<file path="config.mk">
export PLATFORM = sky130hd
export DESIGN_NAME = audio_lock_detect
export DESIGN_NICKNAME = d
export VERILOG_FILES = /design/src/rtl/ald_pkg.sv /design/src/rtl/ald_anc_parser.sv /design/src/rtl/ald_frame_window.sv /design/src/rtl/ald_lock_ctrl.sv /design/src/rtl/audio_lock_detect.sv
export SDC_FILE = /design/constraint.sdc
export NUM_CORES = 1
export LEC_CHECK = 0
export BUFFER_PORTS_ARGS = -buffer_cell sky130_fd_sc_hd__buf_2
export CORE_ASPECT_RATIO = 1.1
export CORE_MARGIN = 2
export CORE_UTILIZATION = 56
export DETAILED_ROUTE_END_ITERATION = 12
export PLACE_DENSITY = 0.86
export SLEW_MARGIN = 25
export SYNTH_ARGS = -nofsm -noshare
export SYNTH_HDL_FRONTEND = slang
export SYNTH_SLANG_ARGS = --single-unit
</file>
<file path="constraint.sdc">
create_clock -name clk -period 3.2 [get_ports clk]
set_clock_uncertainty 0.1 [all_clocks]
set_input_delay 0.16 -clock clk [delete_from_list [all_inputs] [get_ports clk]]
set_output_delay 0.16 -clock clk [all_outputs]
set_load 0.02 [all_outputs]
</file>
<file path="src/rtl/ald_pkg.sv">
package ald_pkg;
  typedef enum logic [2:0] {
    PS_IDLE, PS_FLAG1, PS_FLAG2, PS_DID, PS_SDID, PS_DC, PS_UDW, PS_CSUM
  } parse_state_t;

  typedef struct packed {
    logic [7:0] did;
    logic [7:0] dcount;
  } anc_hdr_t;
endpackage

</file>
<file path="src/rtl/ald_anc_parser.sv">
module ald_anc_parser
  import ald_pkg::*;
#(
  parameter int DW     = 10,
  parameter int LINE_W = 11,
  parameter int POS_W  = 12
) (
  input  logic              clk,
  input  logic              rst_n,
  input  logic              vid_valid,
  input  logic [DW-1:0]     vid_word,
  input  logic [LINE_W-1:0] vid_line,
  input  logic [POS_W-1:0]  vid_pos,
  output logic              pkt_done,
  output anc_hdr_t          pkt_hdr,
  output logic [LINE_W-1:0] pkt_line,
  output logic [POS_W-1:0]  pkt_pos
);
  localparam logic [DW-1:0] WORD_ZERO = '0;
  localparam logic [DW-1:0] WORD_ONES = '1;

  parse_state_t state;
  logic [7:0]   words_left;
  anc_hdr_t     hdr_q;
  logic [LINE_W-1:0] line_q;
  logic [POS_W-1:0]  pos_q;

  assign pkt_hdr  = hdr_q;
  assign pkt_line = line_q;
  assign pkt_pos  = pos_q;

  always_ff @(posedge clk or negedge rst_n) begin
    if (!rst_n) begin
      state      <= PS_IDLE;
      words_left <= '0;
      hdr_q      <= '0;
      line_q     <= '0;
      pos_q      <= '0;
      pkt_done   <= 1'b0;
    end else begin
      pkt_done <= 1'b0;
      if (vid_valid) begin
        unique case (state)
          PS_IDLE: if (vid_word == WORD_ZERO) begin
            state  <= PS_FLAG1;
            line_q <= vid_line;
            pos_q  <= vid_pos;
          end
          PS_FLAG1, PS_FLAG2: begin
            if (vid_word == WORD_ONES) begin
              state <= (state == PS_FLAG1) ? PS_FLAG2 : PS_DID;
            end else if (vid_word == WORD_ZERO) begin
              state  <= PS_FLAG1;
              line_q <= vid_line;
              pos_q  <= vid_pos;
            end else begin
              state <= PS_IDLE;
            end
          end
          PS_DID: begin
            hdr_q.did <= vid_word[7:0];
            state     <= PS_SDID;
          end
          PS_SDID: state <= PS_DC;
          PS_DC: begin
            hdr_q.dcount <= vid_word[7:0];
            words_left   <= vid_word[7:0];
            state        <= (vid_word[7:0] == 8'd0) ? PS_CSUM : PS_UDW;
          end
          PS_UDW: begin
            words_left <= words_left - 8'd1;
            if (words_left == 8'd1) state <= PS_CSUM;
          end
          PS_CSUM: begin
            pkt_done <= 1'b1;
            state    <= PS_IDLE;
          end
          default: state <= PS_IDLE;
        endcase
      end
    end
  end
endmodule

</file>
<file path="src/rtl/ald_frame_window.sv">
module ald_frame_window #(
  parameter int CW = 16,
  parameter int FW = 4
) (
  input  logic          clk,
  input  logic          rst_n,
  input  logic          enable,
  input  logic          sof,
  input  logic [FW-1:0] win_frames,
  input  logic          add_valid,
  input  logic [7:0]    add_amt,
  input  logic          hit,
  output logic          win_end,
  output logic [CW-1:0] win_count,
  output logic          win_seen
);
  localparam logic [CW:0] SUM_MAX = {1'b0, {CW{1'b1}}};

  logic          armed;
  logic [FW-1:0] frm_cnt;
  logic [CW:0]   sum_ext;

  assign win_end = enable && armed && sof &&
                   (({1'b0, frm_cnt} + (FW+1)'(1)) >= {1'b0, win_frames});
  assign sum_ext = {1'b0, win_count} + (CW+1)'(add_amt);

  always_ff @(posedge clk or negedge rst_n) begin
    if (!rst_n) begin
      armed     <= 1'b0;
      frm_cnt   <= '0;
      win_count <= '0;
      win_seen  <= 1'b0;
    end else if (!enable) begin
      armed     <= 1'b0;
      frm_cnt   <= '0;
      win_count <= '0;
      win_seen  <= 1'b0;
    end else if (sof && !armed) begin
      armed     <= 1'b1;
      frm_cnt   <= '0;
      win_count <= '0;
      win_seen  <= 1'b0;
    end else if (win_end) begin
      frm_cnt   <= '0;
      win_count <= add_valid ? CW'(add_amt) : '0;
      win_seen  <= hit;
    end else if (armed) begin
      if (sof) frm_cnt <= frm_cnt + FW'(1);
      if (add_valid) win_count <= (sum_ext > SUM_MAX) ? SUM_MAX[CW-1:0] : sum_ext[CW-1:0];
      if (hit) win_seen <= 1'b1;
    end
  end
endmodule

</file>
<file path="src/rtl/ald_lock_ctrl.sv">
module ald_lock_ctrl #(
  parameter int CW = 16
) (
  input  logic          clk,
  input  logic          rst_n,
  input  logic          enable,
  input  logic          method_sel,
  input  logic          win_end,
  input  logic [CW-1:0] win_count,
  input  logic          win_seen,
  input  logic [CW-1:0] exp_samples,
  input  logic          ctrl_hit,
  output logic          locked
);
  always_ff @(posedge clk or negedge rst_n) begin
    if (!rst_n) begin
      locked <= 1'b0;
    end else if (!enable) begin
      locked <= 1'b0;
    end else if (locked) begin
      if (win_end && !win_seen) locked <= 1'b0;
    end else if (!method_sel) begin
      if (win_end && (win_count == exp_samples)) locked <= 1'b1;
    end else if (ctrl_hit) begin
      locked <= 1'b1;
    end
  end
endmodule

</file>
<file path="src/rtl/audio_lock_detect.sv">
module audio_lock_detect
  import ald_pkg::*;
#(
  parameter int DW     = 10,
  parameter int LINE_W = 11,
  parameter int POS_W  = 12,
  parameter int CW     = 16,
  parameter int FW     = 4,
  parameter logic [3:0] AUD_DID_HI = 4'hE,
  parameter logic [3:0] CTL_DID_HI = 4'hD
) (
  input  logic              clk,
  input  logic              rst_n,
  input  logic              vid_valid,
  input  logic [DW-1:0]     vid_word,
  input  logic [LINE_W-1:0] vid_line,
  input  logic [POS_W-1:0]  vid_pos,
  input  logic              frame_start,
  input  logic              std_verified,
  input  logic              method_sel,
  input  logic [3:0]        did_sel,
  input  logic [LINE_W-1:0] ctrl_line,
  input  logic [POS_W-1:0]  ctrl_pos,
  input  logic [CW-1:0]     exp_samples,
  input  logic [FW-1:0]     win_frames,
  output logic              lock_o,
  output logic              demux_en
);
  localparam int SMP_SHIFT = 2;

  logic              pkt_done;
  anc_hdr_t          pkt_hdr;
  logic [LINE_W-1:0] pkt_line;
  logic [POS_W-1:0]  pkt_pos;
  logic              aud_hit, ctrl_hit, win_end, win_seen;
  logic [CW-1:0]     win_count;
  logic [7:0]        smp_amt;

  ald_anc_parser #(.DW(DW), .LINE_W(LINE_W), .POS_W(POS_W)) u_parse (
    .clk(clk), .rst_n(rst_n), .vid_valid(vid_valid), .vid_word(vid_word),
    .vid_line(vid_line), .vid_pos(vid_pos), .pkt_done(pkt_done),
    .pkt_hdr(pkt_hdr), .pkt_line(pkt_line), .pkt_pos(pkt_pos)
  );

  assign aud_hit  = pkt_done && (pkt_hdr.did == {AUD_DID_HI, did_sel});
  assign ctrl_hit = pkt_done && (pkt_hdr.did == {CTL_DID_HI, did_sel}) &&
                    (pkt_line == ctrl_line) && (pkt_pos == ctrl_pos);
  assign smp_amt  = pkt_hdr.dcount >> SMP_SHIFT;

  ald_frame_window #(.CW(CW), .FW(FW)) u_win (
    .clk(clk), .rst_n(rst_n), .enable(std_verified),
    .sof(vid_valid && frame_start), .win_frames(win_frames),
    .add_valid(aud_hit), .add_amt(smp_amt), .hit(aud_hit || ctrl_hit),
    .win_end(win_end), .win_count(win_count), .win_seen(win_seen)
  );

  ald_lock_ctrl #(.CW(CW)) u_lock (
    .clk(clk), .rst_n(rst_n), .enable(std_verified), .method_sel(method_sel),
    .win_end(win_end), .win_count(win_count), .win_seen(win_seen),
    .exp_samples(exp_samples), .ctrl_hit(ctrl_hit), .locked(lock_o)
  );

  assign demux_en = lock_o && std_verified;
endmodule

</file>
Word-level counts from Yosys, hierarchy flattened
Index checks and enable logic that the tools add are counted.

word-level totals
  word-level logic and storage cells = 110
  bits of input ports = 86
  bits in registers = 74

operators by class
  magnitude comparators = 2
  equal/unequal tests = 22
  add/subtract/negate cells = 4
  reduce and logical (&&, ||, !) cells = 29
  mux-type cells = 41

operators with widths
  kind                  count
  $mux 16               6
  $mux 12               2
  $pmux 12 s2           1
  $mux 11               2
  $pmux 11 s2           1
  $pmux 3 s7            1
  $mux 4                5
  $mux 1                18
  $add 16x6->17         1
  $gt 17x16->1 const B  1
  $eq 16x16->1          1
  $eq 8x8->1            2
  $ne 4x1->1 const B    4
  $pmux 8 s2            1
  $eq 12x12->1          1
  $eq 3x3->1 const B    4
  $logic_and 1x1->1     12
  $reduce_and 2->1      6
  $eq 11x11->1          1
  $eq 10x10->1 const B  1
  $logic_not 10->1      1
  $mux 3                3
  $eq 8x1->1 const B    1
  $logic_not 8->1       1
  other kinds (15)      21

Logic depth before layout (Yosys ltp)
Gate-level depths: netlist (run 1).

  depth after elaboration = 10
  depth in mapped cells = 10

Cells and area by module
Synthesis (run 1) repeated with hierarchy kept, for this count alone.

second synthesis, totals
  cell total of the unflattened synthesis = 431
  area total of the unflattened synthesis = 4649.5 µm²

modules (own cells, without submodules)
  module             cells an instance  instances  area an instance (µm²)
  ald_anc_parser     183                1          2367.3
  ald_frame_window   176                1          1696.6
  audio_lock_detect  45                 1          347.8
  ald_lock_ctrl      27                 1          237.7

Worst setup path before layout (run 1)
OpenSTA, ideal clock, no wires.

  path kind = register -> register
  from = reg u_win.frm_cnt[0]
  to = reg u_win.win_count[0]
  slack = 0.787 ns
  path buffers = 0
  arrival time = 2.188 ns
  cell stages (with the launch flop) = 9
  cells stage by stage = dfrtp_1 ha_1 xor2_1 ha_1 nand2_1 o21ai_1 a21oi_2 o221ai_2 mux2_2

on the way
  cells in the longest elaborated chain, start to end = 6
  elaborated cells on any way between the ends = 9

RTL lines
  item                    RTL line                source
  start, declared         ald_frame_window.sv:20  logic [FW-1:0] frm_cnt;
  start signal, assigned  ald_frame_window.sv:48  if (sof) frm_cnt <= frm_cnt + FW'(1);
  $add 4x1->5 (*)         ald_frame_window.sv:24  (({1'b0, frm_cnt} + (FW+1)'(1)) >= {1'b0, win_frames});
  $ge 5x4->1 (*)          ald_frame_window.sv:24
  $logic_and 1x1->1 (*)   ald_frame_window.sv:23  assign win_end = enable && armed && sof &&
  $mux 16                 ald_frame_window.sv:43  end else if (win_end) begin
  $mux 16                 ald_frame_window.sv:38  end else if (sof && !armed) begin
  $mux 16                 ald_frame_window.sv:33  end else if (!enable) begin
  end signal, assigned    ald_frame_window.sv:45  win_count <= add_valid ? CW'(add_amt) : '0;
  end signal, assigned    ald_frame_window.sv:49  if (add_valid) win_count <= (sum_ext > SUM_MAX) ? SUM_MAX[CW-1:0] : sum_ext[CW-1:0];
  end, declared           ald_frame_window.sv:14  output logic [CW-1:0] win_count,

Mark *: on every way between the ends. The rest lies on a longest branch, timed or not.
A chain may end at the register's enable or synchronous reset.

Worst setup path after layout (run 1)
  from = reg u_win.frm_cnt[0]
  to = reg u_win.win_count[5]

The elaborated chain is that of the path after synthesis.

==> impl_summary.md, run 1 <==
Die
The core region is 7870 sq um. During I/O placement, the number of pins put on the boundary was 88. Measured along the x axis, the die boundary spans 89.7 microns.

For this configuration, the core starts out at a cell density of 57.4%. The die covers 8810 sq um. In this run the core area contains 34 standard-cell rows.

The die height is 98.2 microns.

Routing
The first routing iteration left 255 violations. Using the TritonRoute via totals, the vias-per-cell ratio works out to 5.99. The number of routed nets with antenna violations is 0. After detailed routing, the number of remaining DRC violations is 0. The total via count in the routed design is 4083.

The total wire length after detailed routing is 12000 microns. The first-pass iteration count of the detailed router is 6. Dividing the detail-routed wire length by the instance count gives 17.6 microns.

Power
The sequential share of power is 47.7%. The analysis attributes to net switching a power of 506 uW. The clock network power share is 40.0%.

The portion of total power attributed to combinational logic is 12.3%. The worst-case IR drop observed on VDD is 0.268 mV. In this run the power density over the cells is 356 nW/um^2. The total leakage power is 2.71 nW. Cell internal power was estimated by the tool at 1.47 mW. Of the total power, the share spent switching nets is 25.7%.

Logic synthesis
The total of warnings raised by yosys is 0. The basic-gate share of the synthesized area counting and, or, nand and nor cells is 18.0%. The number of nets in the synthesized netlist is 555. The number of synthesized register bits is 72. The synthesized netlist devotes 9.50% of its cell area to XOR and XNOR gates. Summing the areas of all compound-gate instances in the mapped netlist gives 14.8% of the synthesized area. In the synthesized netlist, mux cells make up 10.6% of the area. Sequential elements use 39.9% of the synthesized area. The count of flip-flops with a built-in enable after synthesis is 0. The synthesized area is 4520 sq um. The proportion of synthesized flip-flops having asynchronous set or reset is 100%. The primary flip-flop cell chosen by synthesis mapping is sky130_fd_sc_hd__dfrtp_1. The instance count of the mapped netlist is 455. Counting distinct cell types in the post-synthesis netlist gives 63.

By area, the combinational part of the netlist is dominated by simple AND/OR/NAND/NOR gates. Each instance of the synthesized netlist takes up on average 9.93 sq um. The adder-cell area share of the yosys netlist is 4.04%.

Placement
Prior to clock tree synthesis, the placed netlist has a worst setup slack of 0.491 ns. The count of input and output buffers is 87. The routability-driven placement congestion ratio is 0.899. The wire-length estimate of the detail-placed layout is 8100 microns.

Setup path
The critical path required time is 3.33 ns. In this design, the critical path's most frequently occurring cell is sky130_fd_sc_hd__ha_1. The cell family with the largest share of critical-path delay is compound AO/OA/AOI/OAI gates. The most critical setup path has its startpoint at u_win.frm_cnt[0]. The worst register-to-register path begins at u_win.frm_cnt[0]. The critical path buffer and inverter count is 0.

The largest single stage delay on the critical path is 0.49 ns. The arrival time of data at the critical path endpoint is 2.90 ns. STA classifies the critical path endpoint as a register. The critical path class is reg2reg. Walking the worst path, the cells encountered are ha_1 -> xor2_1 -> ha_1 -> nand2_1 -> o21ai_1 -> a21oi_2 -> o221ai_2 -> mux2_2. The critical path's slowest cell is sky130_fd_sc_hd__o221ai_2. The worst setup path is launched from a register.

The largest fanout on the critical path is 10.

Hold path
The startpoint identified for the worst hold timing path is vid_word[1]. The type of the tightest min-delay check is in2reg.

Clocking
TritonCTS built the clock tree. In this run the clock root is driven by a sky130_fd_sc_hd__clkbuf_8. The clock insertion delay at the later pin of the skew report is 0.35 ns. Clock tree synthesis found a total of 72 sinks. After clock tree synthesis, the clock-pin slew on the worst setup and hold paths is 0.08 ns. The number of H-tree levels is 3. The number of buffers added by the clock tree synthesis step is 9. The buffer depth of the longest clock path is 2.

The number of post-CTS setup repair buffers is 0.

Layout
In the layout the commonest cells are sky130_fd_sc_hd__buf_2, sky130_fd_sc_hd__dfrtp_1, sky130_fd_sc_hd__nand2_1. The library cell used most frequently in the layout, excluding fill and tap cells, is sky130_fd_sc_hd__buf_2. The final layout contains 669 nets. For this run, the share of the core covered by cells in the final layout is 70.3%. The area growth from synthesis to layout is 22.4%. The antenna diode instance count is 0. Of the cells placed in the final design, the portion with a size suffix greater than 1 is 26.8%.

Run
The max-cap violation count is 0.

Global routing
The first-pass GRT wire length is 19500 microns. The number of antenna violations at the first check in global routing is 0. Global routing finished with a remaining overflow of 0.

Entering global routing, the biggest net connects 48 pins. The global router's overall resource usage is 28.5%. The via count of the first global-routing pass was 4158.

STA
Setup violations remaining at the end of the flow were counted as 0. The worst slew slack as a fraction of its limit is 43.2%. After layout, the worst path uses 86.6% of the clock period.

Setup repair after global routing left no endpoint under its margin. Counting I/O delays and the setup requirement, the final critical path takes 2.77 ns. The highest clock frequency the design can meet is 0.361 GHz. For the pin with the worst max-slew slack, the measured transition is 0.845 ns. The count of pins over their slew limit came to 0.

The worst hold slack is 0.0168 ns. The final worst setup slack is 0.428 ns. In the final timing run, aggregate negative setup slack is 0 ns. The final count of hold timing violations is 0.

Outcome
The run finished with clean final reports.
-- final cells by class --
cell class | instances | area [sq um]
fillers | 539 | 2340
multi-input cells | 351 | 2570
flip-flops and latches | 72 | 1800
inverters | 17 | 63.8
repair buffers | 118 | 741
clock buffers | 12 | 165
well taps | 108 | 135
clock inverters | 4 | 51.3
-- cells by family after synthesis --
kind of cell | after synthesis
AO/OA/AOI/OAI | 96
XOR/XNOR | 49
adder cells (fa/ha/maj) | 14
buffers and inverters | 32
flip-flops | 72
multiplexers | 36
AND/OR/NAND/NOR | 156
-- timing repair --
action,4_1_cts,5_1_grt
endpoints found under the hold margin,72,0
gates resized for setup,0,0
hold buffers,28,0
-- synth_stat cells (all sizes together), types with 5 or more instances --
master	n	area, sq um
dfrtp	72	1800
nand2	57	214
xor2	42	368
mux2	35	469
a21oi	22	118
nor2	20	75.1
o21ai	19	95.1
inv	17	63.8
nand3	16	80.1
nor4	14	100
ha	13	163
nor3	12	82.6
nand4	11	83.8
clkbuf	8	31.3
buf	7	47.5
xnor2	7	61.3
o211ai	6	50.1
a211oi	5	37.5
and2	5	31.3
nand2b	5	31.3
-- sequential cells by signal, summed over array words and instances (netlist names) --
signal / cells
u_parse.pkt_line: 11
u_win.win_seen: 1
u_parse.pkt_pos: 12
u_parse.pkt_done: 1
u_win.win_count: 16
u_lock.locked: 1
u_parse.pkt_hdr: 14
u_win.frm_cnt: 4
u_win.armed: 1
u_parse.state: 3
u_parse.words_left: 8
-- layer usage --
| metal | vias up | track usage [%] | part of all wire, % |
|---|---|---|---|
| met5 | - | 0 | 0 |
| li1 | 1877 | - | - |
| met3 | 35 | 4.23 | 6.3 |
| met2 | 189 | 48.8 | 53 |
| met1 | 1982 | 34.3 | 38 |
| met4 | 0 | 13.4 | 2.6 |
-- final timing paths --
kind / slack (ns) / depth (start not counted) / to
hold reg to reg: 0.43 / 2 / u_parse.pkt_hdr[5]
min in group asynchronous: 0.26 / 2 / u_win.frm_cnt[3]
max in group asynchronous: 2.08 / 3 / u_win.win_count[6]
setup / recovery: 0.43 / 8 / u_win.win_count[5]
hold / removal: 0.02 / 2 / u_parse.pkt_hdr[9]
setup reg to reg: 0.43 / 8 / u_win.win_count[5]
-- worst register-to-register path, delay by kind of cell (launching register included) --
family,cells,cell delay (ns)
XOR/XNOR,1,0.16
AO/OA/AOI/OAI,3,0.95
adder cells (fa/ha/maj),2,0.57
multiplexers,1,0.40
flip-flops,1,0.43
AND/OR/NAND/NOR,1,0.05
-- power groups by stage --
stage | clock network (mW) | registers, mW | logic (mW)
global placement | 0 | 0.956 | 0.203
floorplan | 0 | 0.948 | 0.107
detailed placement | 0 | 0.956 | 0.212
finish | 0.788 | 0.940 | 0.243
global route | 0.824 | 0.941 | 0.267
CTS | 0.781 | 0.939 | 0.240
-- stage by stage --
step | std cells | instance area (sq um) | total power, mW
2_1_floorplan | 455 | 4520 | 1.06
3_3_place_gp | 638 | 5030 | 1.16
3_5_place_dp | 638 | 5030 | 1.17
4_1_cts | 682 | 5530 | 1.96
5_1_grt | 682 | 5530 | 2.03
6_report | 682 | 5530 | 1.97
Power figures use the tool's default switching activity.
==> run 2, diff against run 1 <==
--- a/config.mk
+++ b/config.mk
@@ -7,7 +7,7 @@
 export LEC_CHECK = 0
 export BUFFER_PORTS_ARGS = -buffer_cell sky130_fd_sc_hd__buf_2
 export CORE_ASPECT_RATIO = 1.1
-export CORE_MARGIN = 2
+export CORE_MARGIN = 5
 export CORE_UTILIZATION = 56
 export DETAILED_ROUTE_END_ITERATION = 12
 export PLACE_DENSITY = 0.86
==> run 2 against run 1 <==
Net effect: first-iteration DRC count down 20%; highest routed layer unchanged; critical path depth increased by 1; critical endpoint is now u_win.win_count[14]; sequential share of layout area is 0.23 points higher; count of clock-buffer cells in the layout is 2 lower; largest cell class unchanged; die area up 13%.
==> impl_summary.md, run 2 (synthesis results as in run 1) <==
Outcome
The run finished with clean final reports.

Die
The die boundary width is 95.7 microns (+6.7%). The die area is 9970 sq um (+13%). The starting density of the core is 57.1% (-0.31 points). The die height is 104 microns (+6.1%). The number of placed I/O pins came to 88 (unchanged). The area of the placeable core was 7910 sq um (+0.54%).

The placement row count was 34 (unchanged).

Clocking
The TritonCTS clock tree is yes. The clock insertion delay at the later pin of the skew report is 0.34 ns (about the same). The number of buffers added by the clock tree synthesis step is 9 (unchanged). The number of hold-repair buffers added at the cts stage is 27 (-3.6%). The clock net sink count is 72 (unchanged). The buffer depth of the longest clock path is 2 (unchanged). The number of H-tree levels was 3 (unchanged). The tree is rooted in a sky130_fd_sc_hd__clkbuf_8. The clock transition at the registers of the reported paths came to 0.08 ns (about the same). The post-cts sizing count is 0 (unchanged).

The number of post-CTS setup repair buffers is 0 (unchanged).

Layout
The fraction of layout cells with a size suffix above 1 is 26.3% (-0.51 points). Compared with the post-synthesis result, the final layout area differs by 21.6%. The number of flip-flops in the largest register is 16 (unchanged). The library cells used most frequently in the layout, excluding fill and tap cells, are sky130_fd_sc_hd__buf_2, sky130_fd_sc_hd__dfrtp_1, sky130_fd_sc_hd__nand2_1. Ranked by flip-flop count, first place goes to u_win.win_count. The final design instance area without fill is 5490 sq um (-0.70%). The net total in the final layout is 667 (-0.30%).

The final core area utilization is 69.4% (-0.87 points). The most common library cell in the layout ignoring fill and taps is sky130_fd_sc_hd__buf_2.

Setup path
Tracing the worst setup path back leads to its startpoint at u_win.frm_cnt[0]. The critical path required time is 3.38 ns (+0.05 ns). The startpoint identified for the worst register-to-register timing path is u_win.frm_cnt[0]. The largest fanout on the critical path came to 12 (+2). The worst setup path is captured at a register. STA classifies the critical path startpoint as a register.

The worst setup path is of the reg2reg kind. The arrival time of data at the critical path endpoint is 2.98 ns (+0.08 ns).

Global routing
The first-pass GRT wire length is 19600 microns (+0.92%). The number of antenna violations at the first check in global routing is 2 (+2). The total global routing overflow is 0 (unchanged).

The maximum number of pins on one net before global-route repair is 73 (+52%). The via count of the first global-routing pass is 4149 (-0.22%). The global router's overall resource usage is 25.1% (-3.4 points).

Routing
The number of routed nets with antenna violations is 0 (unchanged). The total wire length after detailed routing is 12000 microns (+0.49%). The number of design-rule violations left by the first detailed-router iteration came to 205 (-20%).

The sum of met3 wire segment lengths after detailed routing is 682 microns (-10%). The met2 wire length is 6300 microns (-0.28%). The detailed router used layers up to and including met4. The total DRC errors in the routed layout is 0 (unchanged). The total via count in the routed design is 3978 (-2.6%). The routed metal-1 wirelength came to 4690 microns (+2.3%).

The routed wirelength normalized by instance count is 17.6 microns (+0.49%). The vias per cell was 5.83 (-2.6%). The first-pass iteration count of the detailed router is 5 (-1).

Power
The total power after layout is 1.86 mW (-5.4%). The total leakage power is 2.69 nW (-0.95%). The power density over the cells is 339 nW/um^2 (-4.7%).

The worst IR drop on VDD was 0.390 mV (+45%).

STA
The final worst setup slack is 0.406 ns (-0.0216 ns). The total of endpoints with negative setup slack in the final report is 0 (unchanged). The minimum clock period after layout is 2.79 ns (+0.0216 ns). The fraction of the cycle the final worst path needs is 87.3% (+0.68 points).

The final count of hold timing violations was 0 (unchanged). The transition time of the tightest slew-check pin came to 0.708 ns (-0.137 ns). The count of pins over their slew limit is 0 (unchanged). The highest clock frequency the design can meet is 0.358 GHz (-0.77%). The total negative slack is 0 ns (unchanged). The worst slew slack as a fraction of its limit is 52.4% (+9.2 points). Setup repair after global routing left no endpoint under its margin.

Hold path
The type of the tightest min-delay check is in2reg. The startpoint of the worst hold path is vid_word[3].

Placement
The post-DP HPWL is 8240 microns (+1.7%). The cell area after placement came to 5040 sq um (about the same). The routability-driven placement congestion ratio is 0.957 (+6.5%). The count of input and output buffers was 87 (unchanged). The pre-CTS setup slack is 0.433 ns (-0.0583 ns).

Run
The max-cap violation count is 0 (unchanged).
run 2: cell types whose count changed in the layout (fill, tap and decap cells not counted), sizes merged:
| cell | delta |
|---|---|
| diode | +4 |
| clkbuf | -2 |
| buf | -1 |
| dlygate4sd3 | -1 |
run 2: final timing paths:
kind                                         end  slack (ns)  depth (start not counted)
max                          u_win.win_count[14]        0.41                          9
min                           u_parse.pkt_hdr[3]        0.03                          3
max reg2reg                  u_win.win_count[14]        0.41                          9
min reg2reg                  u_parse.pkt_hdr[14]        0.41                          1
max in group asynchronous  u_parse.words_left[7]        2.42                          3
min in group asynchronous     u_parse.pkt_pos[1]        0.25                          3
run 2: stage by stage:
stage / instances / hold slack (ns)
after detailed placement: 637 / 0.117
after CTS: 678 / 0.0171
after global routing: 681 / 0.0285
final: 682 / 0.0251
after global placement: 637 / 0.115
after floorplan: 455 / -0.236
run 2: layout make-up:
class	count	area [sq um]
clock inverters	4	47.5
fillers	607	2420
diodes	4	10.0
flip-flops and latches	72	1800
clock buffers	10	128
multi-input cells	351	2570
repair buffers	116	733
inverters	17	63.8
well taps	108	135
run 2: power by group:
| part | internal, mW | leakage, nW | total (mW) | switching (mW) |
|---|---|---|---|---|
| Clock | 0.349 | 0.0880 | 0.681 | 0.332 |
| Sequential | 0.922 | 0.992 | 0.940 | 0.0176 |
| Combinational | 0.120 | 1.61 | 0.244 | 0.125 |
run 2: worst max-delay path, cell delays in order (launching register included):
cell,delay (ns)
sky130_fd_sc_hd__dfrtp_1,0.44
sky130_fd_sc_hd__ha_1,0.27
sky130_fd_sc_hd__xor2_1,0.15
sky130_fd_sc_hd__ha_1,0.29
sky130_fd_sc_hd__a21oi_1,0.13
sky130_fd_sc_hd__o21ai_1,0.15
sky130_fd_sc_hd__a31o_2,0.31
sky130_fd_sc_hd__nand2b_1,0.34
sky130_fd_sc_hd__nor4_1,0.35
sky130_fd_sc_hd__o2bb2a_1,0.19
run 2: metal layers:
metal | track usage, % | vias up
li1 | - | 1882
met1 | 30.2 | 1904
met2 | 43.3 | 161
met3 | 4.34 | 31
met4 | 10.6 | 0
met5 | 0 | -
==> run 3, diff against run 2 <==
--- a/config.mk
+++ b/config.mk
@@ -7,9 +7,10 @@
 export LEC_CHECK = 0
 export BUFFER_PORTS_ARGS = -buffer_cell sky130_fd_sc_hd__buf_2
 export CORE_ASPECT_RATIO = 1.1
-export CORE_MARGIN = 5
+export CORE_MARGIN = 10
 export CORE_UTILIZATION = 56
 export DETAILED_ROUTE_END_ITERATION = 12
+export MAX_ROUTING_LAYER = met4
 export PLACE_DENSITY = 0.86
 export SLEW_MARGIN = 25
 export SYNTH_ARGS = -nofsm -noshare
==> run 3 against run 2 <==
Net effect: clock power is 3% lower; critical endpoint is now u_win.win_count[12]; cell count is 0.88% lower; final area is 0.77% lower.
==> impl_summary.md, run 3 (synthesis results as in run 1) <==
Routing
The total DRC errors in the routed layout is 0 (unchanged). The number of design-rule violations left by the first detailed-router iteration is 216 (+5.4%). The vias per cell is 5.93 (+1.7%).

The total wire length after detailed routing is 12800 microns (+6.6%). The total via count in the routed design is 4010 (+0.80%). The first-pass iteration count of the detailed router is 5 (unchanged). The number of routed nets with antenna violations is 0 (unchanged). The routed wirelength normalized by instance count came to 19.0 microns (+7.5%).

Hold path
The tightest min-delay check is of the in2reg type.

STA
Setup repair after global routing left no endpoint under its margin. The count of pins over their slew limit is 0 (unchanged). The final count of hold timing violations came to 0 (unchanged).

The worst hold slack is 0.0161 ns (-0.00903 ns). The total of endpoints with negative setup slack in the final report is 0 (unchanged). The minimum clock period after layout is 2.91 ns (+0.120 ns). The fraction of the cycle the final worst path needs is 91.0% (+3.7 points).

The highest clock frequency the design can meet came to 0.343 GHz (-4.1%). The total negative slack was 0 ns (unchanged). The worst slew slack as a fraction of its limit is 37.0% (-15 points). The transition time of the tightest slew-check pin was 0.945 ns (+0.237 ns).

Setup path
The arrival time of data at the critical path endpoint came to 3.07 ns (+0.09 ns). The element type at the critical path start is a register. By startpoint and endpoint, the worst setup path is classified as reg2reg.

The register-to-register setup slack was 0.29 ns (-0.12 ns). The largest fanout on the critical path came to 4 (-8). STA classifies the critical path endpoint as a register. The critical path required time was 3.36 ns (-0.02 ns).

Clocking
The clock transition at the registers of the reported paths was 0.08 ns (about the same). The clock net sink count is 72 (unchanged). TritonCTS built the clock tree. The number of H-tree levels was 3 (unchanged). The number of buffers added by the clock tree synthesis step is 9 (unchanged).

The clock insertion delay at the later pin of the skew report is 0.34 ns (about the same). The root buffer cell is sky130_fd_sc_hd__clkbuf_8. The buffer depth of the longest clock path was 2 (unchanged).

The number of post-CTS setup repair buffers is 0 (unchanged).

Die
The starting density of the core is 57.4% (+0.31 points). The die height is 114 microns (+9.6%). The number of placed I/O pins is 88 (unchanged). The placement row count is 34 (unchanged). The die boundary width is 106 microns (+10%). The area of the placeable core is 7870 sq um (-0.54%). The die area is 12100 sq um (+21%).

Power
The switching part of the total is 26.4% (+0.99 points). The sequential share of power is 51.0% (+0.6 points). The worst IR drop on VDD is 0.371 mV (-4.9%).

The total leakage power is 2.67 nW (-0.46%). The switching power of the nets is 487 uW (+2.7%). The power density over the cells is 338 nW/um^2 (-0.37%). The clock network power share is 35.9% (-0.6 points).

The internal power consumption is 1.36 mW (-2.4%). The portion of total power attributed to combinational logic is 13.1% (about the same).

Layout
The number of flip-flops in the largest register is 16 (unchanged). The final core area utilization is 69.3% (-0.17 points). The largest register by flop count is u_win.win_count. The antenna diode instance count was 0 (-4). The net total in the final layout is 664 (-0.45%). The fraction of layout cells with a size suffix above 1 came to 26.6% (+0.27 points). The library cell used most frequently in the layout, excluding fill and tap cells, is sky130_fd_sc_hd__buf_2. The non-filler instance count after layout came to 676 (-0.88%). The final design instance area without fill is 5450 sq um (-0.77%). The relative area change from synthesis to final layout is 20.6%. The top cell types in the final layout, fill and taps aside, are sky130_fd_sc_hd__buf_2, sky130_fd_sc_hd__dfrtp_1, sky130_fd_sc_hd__nand2_1.

Run
The max-cap violation count came to 0 (unchanged).

Outcome
The flow ran to the end, and the final reports show no timing, DRC or antenna violations.

Global routing
The total global routing overflow is 0 (unchanged). The maximum number of pins on one net before global-route repair is 40 (-45%). The via count of the first global-routing pass is 4267 (+2.8%).

The global router's overall resource usage came to 21.8% (-3.3 points). The number of antenna violations at the first check in global routing is 0 (-2). The first-pass GRT wire length was 20900 microns (+6.3%).

Placement
The post-DP HPWL is 8950 microns (+8.7%). The cell total after placement is 637 (unchanged). The cell area after placement came to 5040 sq um (unchanged). The count of input and output buffers is 87 (unchanged).

The routability-driven placement congestion ratio is 0.871 (-9.0%).
==> run 3: cell types whose count changed in the layout (fill, tap and decap cells not counted) <==
cell,before,now
sky130_fd_sc_hd__diode_2,4,0
sky130_fd_sc_hd__clkbuf_8,9,11
sky130_fd_sc_hd__dlygate4sd3_1,27,24
sky130_fd_sc_hd__bufinv_16,1,0
==> run 3: worst max-delay path, stage by stage (launching register included) <==
cell                        delay [ns]
sky130_fd_sc_hd__dfrtp_1          0.41
sky130_fd_sc_hd__ha_1             0.24
sky130_fd_sc_hd__inv_1            0.07
sky130_fd_sc_hd__fa_1             0.40
sky130_fd_sc_hd__nand2b_1         0.20
sky130_fd_sc_hd__a21oi_1          0.36
sky130_fd_sc_hd__o2111ai_1        0.30
sky130_fd_sc_hd__nor4_1           0.49
sky130_fd_sc_hd__a211oi_1         0.11
sky130_fd_sc_hd__o21ai_1          0.13
==> run 3: worst paths after layout <==
kind	cells after the start	from	to
worst max register to register	9	u_win.win_count[0]	u_win.win_count[12]
min in group asynchronous	2	rst_n	u_win.frm_cnt[1]
worst min register to register	1	u_parse.pkt_hdr[14]	u_parse.pkt_hdr[14]
worst min-delay path	3	vid_word[4]	u_parse.pkt_hdr[4]
max in group asynchronous	3	rst_n	u_win.win_count[2]
worst max-delay path	9	u_win.win_count[0]	u_win.win_count[12]
==> run 3: power groups by stage <==
stage | clock network, mW | registers (mW) | logic [mW]
after global routing | 0.701 | 0.941 | 0.264
final | 0.662 | 0.940 | 0.242
after global placement | 0 | 0.955 | 0.205
after floorplan | 0 | 0.948 | 0.107
after CTS | 0.664 | 0.939 | 0.238
after detailed placement | 0 | 0.956 | 0.214
==> run 3: cell type report <==
cell class	instances	area, sq um
well taps	108	135
clock inverters	3	17.5
inverters	17	63.8
fillers	588	2420
flip-flops and latches	72	1800
repair buffers	113	703
multi-input cells	351	2570
clock buffers	12	155
==> run 3: what timing repair did <==
action,in CTS,in global routing
hold buffers,24,0
resized for setup,0,0
endpoints found under the hold margin,61,0
==> run 3: through the flow <==
step	worst slack, ns	total power [mW]
floorplan	0.787	1.06
global placement	0.573	1.16
detailed placement	0.489	1.17
CTS	0.407	1.84
global route	0.265	1.91
finish	0.287	1.84
==> run 3: routing by layer <==
metal | part of all wire [%] | vias to the layer above | global-route usage (%)
met1 | 39 | 1902 | 23.8
met5 | 0 | - | -
met4 | 3.4 | 0 | 9.58
met3 | 6.0 | 43 | 3.32
met2 | 52 | 197 | 38.4
li1 | - | 1868 | -
